## src/rtl/refclk_pkg.sv

```systemverilog
package refclk_pkg;

  // Control word field positions (fixed layout, see R2)
  localparam int EnBit   = 0;
  localparam int KeepBit = 1;
  localparam int SrcBit  = 2;
  localparam int CodeLsb = 3;

  // Strobes from control to datapath
  typedef struct packed {
    logic run;   // a counted source tick this cycle
    logic clr;   // output disabled: clear divider state
    logic mute;  // force the output low
    logic pass;  // code zero: undivided pass-through
  } refclk_strb_t;

endpackage

```

## src/rtl/refclk_ctrl.sv

```systemverilog
module refclk_ctrl
  import refclk_pkg::*;
#(
  parameter int CODE_W = 4,
  localparam int REG_W = CODE_W + 3
) (
  input  logic              clk,
  input  logic              rstN,
  input  logic              wrEn,
  input  logic [REG_W-1:0]  wrData,
  input  logic              sysTick,
  input  logic              xtalTick,
  input  logic              sleepIn,
  output refclk_strb_t      strb,
  output logic [CODE_W-1:0] codeOut
);

  logic              enQ;
  logic              keepQ;
  logic              xtalQ;
  logic              holdQ;
  logic [CODE_W-1:0] codeQ;
  logic              tickSel;

  always_ff @(posedge clk) begin
    if (!rstN) begin
      enQ   <= 1'b0;
      keepQ <= 1'b0;
      xtalQ <= 1'b0;
      holdQ <= 1'b0;
      codeQ <= '0;
    end else begin
      holdQ <= sleepIn & ~keepQ;
      if (wrEn) begin
        enQ   <= wrData[EnBit];
        keepQ <= wrData[KeepBit];
        xtalQ <= wrData[SrcBit];
        if (!enQ) begin
          codeQ <= wrData[CodeLsb +: CODE_W];
        end
      end
    end
  end

  always_comb begin
    tickSel   = xtalQ ? xtalTick : sysTick;
    strb.run  = enQ & ~holdQ & tickSel;
    strb.clr  = ~enQ;
    strb.mute = holdQ | ~enQ;
    strb.pass = (codeQ == '0);
    codeOut   = codeQ;
  end

  // the divide code cannot move while the output is on
  assert_code_locked_R4: assert property (@(posedge clk) disable iff (!rstN)
    enQ |=> $stable(codeQ));

  // unprotected sleep stops tick counting from the next cycle
  assert_sleep_freeze_R8: assert property (@(posedge clk) disable iff (!rstN)
    (sleepIn && !keepQ) |=> !strb.run);

endmodule

```

## src/rtl/refclk_dp.sv

```systemverilog
module refclk_dp
  import refclk_pkg::*;
#(
  parameter int CODE_W = 4,
  localparam int CNT_W = (1 << CODE_W) - 2
) (
  input  logic              clk,
  input  logic              rstN,
  input  refclk_strb_t      strb,
  input  logic [CODE_W-1:0] codeIn,
  output logic              refOut
);

  logic [CNT_W-1:0] cntQ;
  logic             phaseQ;
  logic             passQ;
  logic [CNT_W:0]   span;
  logic [CNT_W-1:0] limit;

  // Half period minus one, in ticks: 2^(code-1) - 1
  always_comb begin
    span  = (CNT_W+1)'(1) << (codeIn - CODE_W'(1));
    limit = CNT_W'(span - (CNT_W+1)'(1));
  end

  always_ff @(posedge clk) begin
    if (!rstN) begin
      cntQ   <= '0;
      phaseQ <= 1'b0;
      passQ  <= 1'b0;
    end else if (strb.clr) begin
      cntQ   <= '0;
      phaseQ <= 1'b0;
      passQ  <= 1'b0;
    end else if (strb.pass) begin
      passQ <= strb.run;
    end else if (strb.run) begin
      if (cntQ == limit) begin
        cntQ   <= '0;
        phaseQ <= ~phaseQ;
      end else begin
        cntQ <= cntQ + CNT_W'(1);
      end
    end
  end

  assign refOut = ~strb.mute & (strb.pass ? passQ : phaseQ);

  // disabled divider is cleared on the following cycle
  assert_clear_R7: assert property (@(posedge clk) disable iff (!rstN)
    strb.clr |=> (cntQ == '0 && !phaseQ && !passQ));

  // the count never exceeds its half-period limit
  assert_cnt_limit_R5: assert property (@(posedge clk) disable iff (!rstN)
    !strb.pass |-> (cntQ <= limit));

  // the phase only moves on a counted tick
  assert_phase_idle_R5: assert property (@(posedge clk) disable iff (!rstN)
    (!strb.clr && !strb.run) |=> $stable(phaseQ));

endmodule

```

## src/rtl/refclk_div.sv

```systemverilog
module refclk_div
  import refclk_pkg::*;
#(
  parameter int CODE_W = 4,
  localparam int REG_W = CODE_W + 3
) (
  input  logic             clk,
  input  logic             rstN,
  input  logic             sysTick,
  input  logic             xtalTick,
  input  logic             sleepIn,
  input  logic             wrEn,
  input  logic [REG_W-1:0] wrData,
  output logic             refOut
);

  refclk_strb_t      strb;
  logic [CODE_W-1:0] code;

  refclk_ctrl #(.CODE_W(CODE_W)) u_ctrl (
    .clk      (clk),
    .rstN     (rstN),
    .wrEn     (wrEn),
    .wrData   (wrData),
    .sysTick  (sysTick),
    .xtalTick (xtalTick),
    .sleepIn  (sleepIn),
    .strb     (strb),
    .codeOut  (code)
  );

  refclk_dp #(.CODE_W(CODE_W)) u_dp (
    .clk    (clk),
    .rstN   (rstN),
    .strb   (strb),
    .codeIn (code),
    .refOut (refOut)
  );

  // a write clearing the enable silences the output next cycle
  assert_disable_low_R7: assert property (@(posedge clk) disable iff (!rstN)
    (wrEn && !wrData[EnBit]) |=> !refOut);

endmodule

```

## config.mk

```make
export PLATFORM = sky130hd
export DESIGN_NAME = refclk_div
export DESIGN_NICKNAME = d
export VERILOG_FILES = /design/src/rtl/refclk_pkg.sv /design/src/rtl/refclk_ctrl.sv /design/src/rtl/refclk_dp.sv /design/src/rtl/refclk_div.sv
export SDC_FILE = /design/constraint.sdc
export NUM_CORES = 1
export LEC_CHECK = 0
export BUFFER_PORTS_ARGS = -buffer_cell sky130_fd_sc_hd__buf_2
export CAP_MARGIN = 20
export CORE_MARGIN = 2
export CORE_UTILIZATION = 35
export CTS_CLUSTER_SIZE = 14
export DETAILED_ROUTE_END_ITERATION = 16
export PLACE_DENSITY_LB_ADDON = 0.08
export SETUP_SLACK_MARGIN = 0.3
export SKIP_CTS_REPAIR_TIMING = 1
export SYNTH_ARGS = -nofsm -noshare
export SYNTH_HDL_FRONTEND = slang
export SYNTH_HIERARCHICAL = 1
export SYNTH_SLANG_ARGS = --single-unit
```

## constraint.sdc

```tcl
create_clock -name clk -period 8.9 [get_ports clk]
set_input_delay 0.89 -clock clk [delete_from_list [all_inputs] [get_ports clk]]
set_output_delay 0.89 -clock clk [all_outputs]
set_load 0.005 [all_outputs]
```

; ---- After elaboration in Yosys (flattened, before gate mapping)
; Cells that the tools add are included.
[totals]
ff_bits = 24
in_bits = 13
out_inout_bits = 1
elab_cells = 32
[op_classes]
add_sub_neg = 3
eq_ne = 1
shift = 1
muxes = 3
bitwise = 11
reduce_logical = 5
[ops]
columns = operator, count
row1 = "adder 14 x 1 -> 14 bit, second input constant", 1
row2 = == test 14 bit, 1
row3 = 2-to-1 mux 14 bit, 1
row4 = "<< shifter 1 x 4 -> 14 bit, first input constant", 1
row5 = "subtractor 14 x 1 -> 14 bit, second input constant", 1
row6 = NOT 1 bit, 6
row7 = AND reduction 2 bit, 3
row8 = bitwise AND 1 bit, 4
row9 = logical NOT 4 bit, 1
row10 = "subtractor 4 x 1 -> 4 bit, second input constant", 1
row11 = AND reduction 3 bit, 1
row12 = 2-to-1 mux 1 bit, 2
row13 = OR 1 bit, 1

; ---- Logic depth before layout (Yosys ltp)
[logic_depth]
depth_word = 5
depth_mapped = 14
mapped_depth_nobuf = 10

; ---- Cells and area by module
; Netlist, hierarchy kept.
[modules_own_cells]
columns = mod, instances, cells_per_inst, area_per_inst_um2, seq_area_each_um2
row1 = refclk_dp, 1, 201, 1485.2, 320.3
row2 = refclk_ctrl, 1, 36, 346.6, 160.2

; ---- Worst setup path before layout
; OpenSTA, ideal clock, no wires.
[synth_path]
path_type = reg2reg
start = reg u_ctrl.codeQ[2] (netlist: u_ctrl/codeOut[2])
end = reg u_dp.phaseQ
setup_ns = 0.072
arrival_time_ns = 3.392
t_required_ns = 8.828
slack_ns = 5.436
path_stages_with_launch = 15
n_path_buf = 5
synth_period_minus_slack_ns = 3.464
cell_sequence = dfxtp_1 -> clkbuf_1 -> clkbuf_1 -> nor3_1 -> nand2_1 -> ha_1 -> clkbuf_1 -> clkbuf_1 -> o21ai_0 -> o21ai_0 -> xor2_1 -> or4_1 -> buf_2 -> nor4b_4 -> mux2i_1
[synth_between]
elab_chain_len = 5
word_cells_on_any_way = 7
classes_between = add/sub (2) / eq/ne (1) / shift (1) / bitwise (1) / reduce/logical (2)
[synth_rtl]
columns = item, line_no
row1 = "start, declared", refclk_ctrl.sv:22  ; logic [CODE_W-1:0] codeQ;
row2 = "start signal, assigned", refclk_ctrl.sv:39  ; codeQ <= wrData[CodeLsb +: CODE_W];
row3 = subtractor 4 x 1 -> 4 bit, refclk_dp.sv:22  ; span = (CNT_W+1)'(1) << (codeIn - CODE_W'(1));
row4 = << shifter 1 x 4 -> 14 bit, refclk_dp.sv:22
row5 = subtractor 14 x 1 -> 14 bit, refclk_dp.sv:23  ; limit = CNT_W'(span - (CNT_W+1)'(1));
row6 = == test 14 bit, refclk_dp.sv:38  ; if (cntQ == limit) begin
row7 = AND reduction 3 bit (no line) *, -
row8 = "end signal, assigned", refclk_dp.sv:40  ; phaseQ <= ~phaseQ;
row9 = "end, declared", refclk_dp.sv:15  ; logic phaseQ;
; Every way passes the cells marked *; elsewhere a longest branch is shown, timed or not.
; A chain may end at the register's enable or synchronous reset.

; ---- Worst setup path after layout
[layout_path]
start = reg u_ctrl.codeQ[0] (netlist: u_ctrl/codeOut[0])
end = reg u_dp.phaseQ
; The elaborated chain is that of the path after synthesis.

==> metrics.txt <==
synthesized area per cell between 7 and 8 sq um; share of cells above drive strength 1 between 10% and 20%; worst-margin pin slew 0.681 ns; Top FF cell, synth dfxtp_1; Total GRT Usage approximately 16%; IR drop worst, VDD a little over 0.06 mV; nets about 250; drt via density 5.42; CP startpoint kind register; gpl congestion ~0.76; Post-synth EDFFs 0; Yosys Warn Count 6; CTS tree yes; Achievable Freq between 200 and 300 MHz; Unique masters post-synth 54; antenna violations before repair 0; PD cells 120 mW/mm^2; vias after detailed routing 1659; Post-Route Setup TNS 0 ns; # port buffers 13; Worst Path Required 9.09 ns; Crit-path slowest cell dfxtp_1; top cells by count, synth 30 x nand2_1, 24 x dfxtp_1, 16 x nor3_1; Tcrit/Tclk final a little over two fifths; post-route minimum period around 3.8 ns; Pins Over Slew Limit 0; HP Class reg -> reg; register area roughly 480 sq um; main area contributors after synthesis dfxtp_1 26%, mux2i_1 6.6%, nand2_1 6.1%; Lkg Pwr 0.000681 uW; status finished clean; peak fanout along the critical path 21; I/O pin cnt 14; critical path type reg -> reg; Longest Clk Path Bufs 2; CTS Buf Count 3; Arr. time, crit path between 3 and 4 ns; Seq/Total Area, Yosys 26.2%; Crit path largest cell delay ~0.73 ns; first-pass GRT wire length around 7600 um; Detail Route Antenna Nets 0; area of the multi-input gates around 0.0012 sq mm; Pwr Total 236 uW; vias in the first global route 1486; maxcap violations 0; endpoints failing setup 0; CTS clock-pin slew for the worst setup and hold paths about 0.09 ns; final hold vios 0; number of core rows 26; Die W 76.3 um; cell taking the most area after synthesis dfxtp_1; die span in y around 76 um; Clock Sinks 24; worst path bufs/invs 0; FFs w/ async S/R, synth 0%; most frequent cell after synthesis nand2_1; core area roughly 0.005 sq mm; n_diodes 0; Yosys top cell area share 26.2%; nature of the critical path endpoint register; DRT Wirelength between 4000 and 5000 um; Initial Util a little over a third; total congestion overflow 0; filler cell count 540; FF+latch count, synth 24; Syn Std Cell Area ~0.0018 sq mm; Clock Skew between 0.006 and 0.007 ns; die area 0.00583 sq mm; Layout area overhead 7.38%; hpwl dp ~3100 um; H-Tree Depth 1; worst skew pair latency around 0.27 ns; max_slew headroom a little over half; pin count of the biggest net entering global routing 36; unrepaired setup endpoints after global routing false; CP cell instances nor3_1, nand2_1, ha_1, and4b_1, a21oi_1, o21ai_0, xor2_1, or4_1, nor4b_4, mux2i_1; router iterations before antenna repair 4; drt initial violations between 100 and 150; Mapped Nets between 200 and 300; CTS root buffer clkbuf_8; Syn Inst Count 237; # DRC 0; Worst path top cell family by delay simple AND/OR/NAND/NOR gates; wire per inst between 10 and 15 um
[layer usage]
metal	wire [um]	track usage, %	part of all wire (%)
met4	95	6.36	2.1
met3	101	1.78	2.3
met1	2300	23.2	51
met5	0	0	0
met2	1980	23.9	44
[worst reg2reg max path, stage by stage, from the launching register on]
cell and delay (ns):
dfxtp_1 0.73, nor3_1 0.15, nand2_1 0.10, ha_1 0.55
and4b_1 0.26, a21oi_1 0.12, o21ai_0 0.11, xor2_1 0.15
or4_1 0.64, nor4b_4 0.62, mux2i_1 0.25
[power by group]
group	internal (uW)	switching, uW
Combinational	21.4	27.3
Sequential	110	3.45
Clock	39.5	34.9
Total	170	65.7
[area by class of cell]
cell class,instances,area share (%)
Multi-Input combinational cell,188,62.9
Sequential cell,24,24.4
Tap cell,70,4.45
Clock buffer,4,2.80
Timing Repair Buffer,17,4.83
Inverter,3,0.573
[placed cells by master (no fill, tap or decap), types with 4 or more instances in the layout]
cell type / count
buf_4: 4
nand3_1: 6
mux2i_1: 12
nor3_1: 16
nand2_1: 30
a22o_1: 4
nor2_1: 14
clkbuf_8: 4
buf_2: 13
xor2_1: 7
o21ai_0: 12
and3_1: 7
dfxtp_1: 24
xnor2_1: 9
a21oi_1: 5
nand2b_1: 8
nor2b_1: 9
[through the flow]
stage	setup slack (ns)	hold WS (ns)	cell area (sq um)	instances	utilization, %
global route	4.76	0.428	1970	306	38.8
detailed placement	5.20	0.404	1910	302	37.7
CTS	5.15	0.419	1970	306	38.8
global placement	5.22	0.401	1910	302	37.7
finish	5.13	0.414	1970	306	38.8
floorplan	5.44	0.389	1830	237	-
[kinds of logic (layout without fill, tap and decap cells)]
| logic type | Yosys count | in the layout | share of synthesized area [%] |
|---|---|---|---|
| multiplexers | 12 | 12 | 6.56 |
| XOR/XNOR | 16 | 16 | 7.65 |
| flip-flops | 24 | 24 | 26.2 |
| buffers and inverters | 25 | 24 | 6.22 |
| AND/OR/NAND/NOR | 113 | 113 | 34.2 |
| AO/OA/AOI/OAI | 45 | 45 | 17.8 |
| adder cells (fa/ha/maj) | 2 | 2 | 1.37 |
[flip-flops by register name (all words and copies together), names as in the netlist]
signal	flops
u_dp/passQ	1
u_ctrl/keepQ	1
u_dp/cntQ	14
u_ctrl/xtalQ	1
u_dp/phaseQ	1
u_ctrl/codeOut	4
u_ctrl/enQ	1
u_ctrl/holdQ	1
[final timing paths]
path                                                      from                        to  slack (ns)  cells after the start
worst max register to register  u_ctrl/codeOut[0]$_SDFFE_PN0P_  u_dp/phaseQ$_SDFFE_PP0P_        5.13                     10
worst min register to register       u_ctrl/keepQ$_SDFFE_PN0P_   u_ctrl/holdQ$_SDFF_PN0_        0.41                      1
worst max-delay path            u_ctrl/codeOut[0]$_SDFFE_PN0P_  u_dp/phaseQ$_SDFFE_PP0P_        5.13                     10
worst min-delay path                 u_ctrl/keepQ$_SDFFE_PN0P_   u_ctrl/holdQ$_SDFF_PN0_        0.41                      1
(Power assumes the default switching activity.)
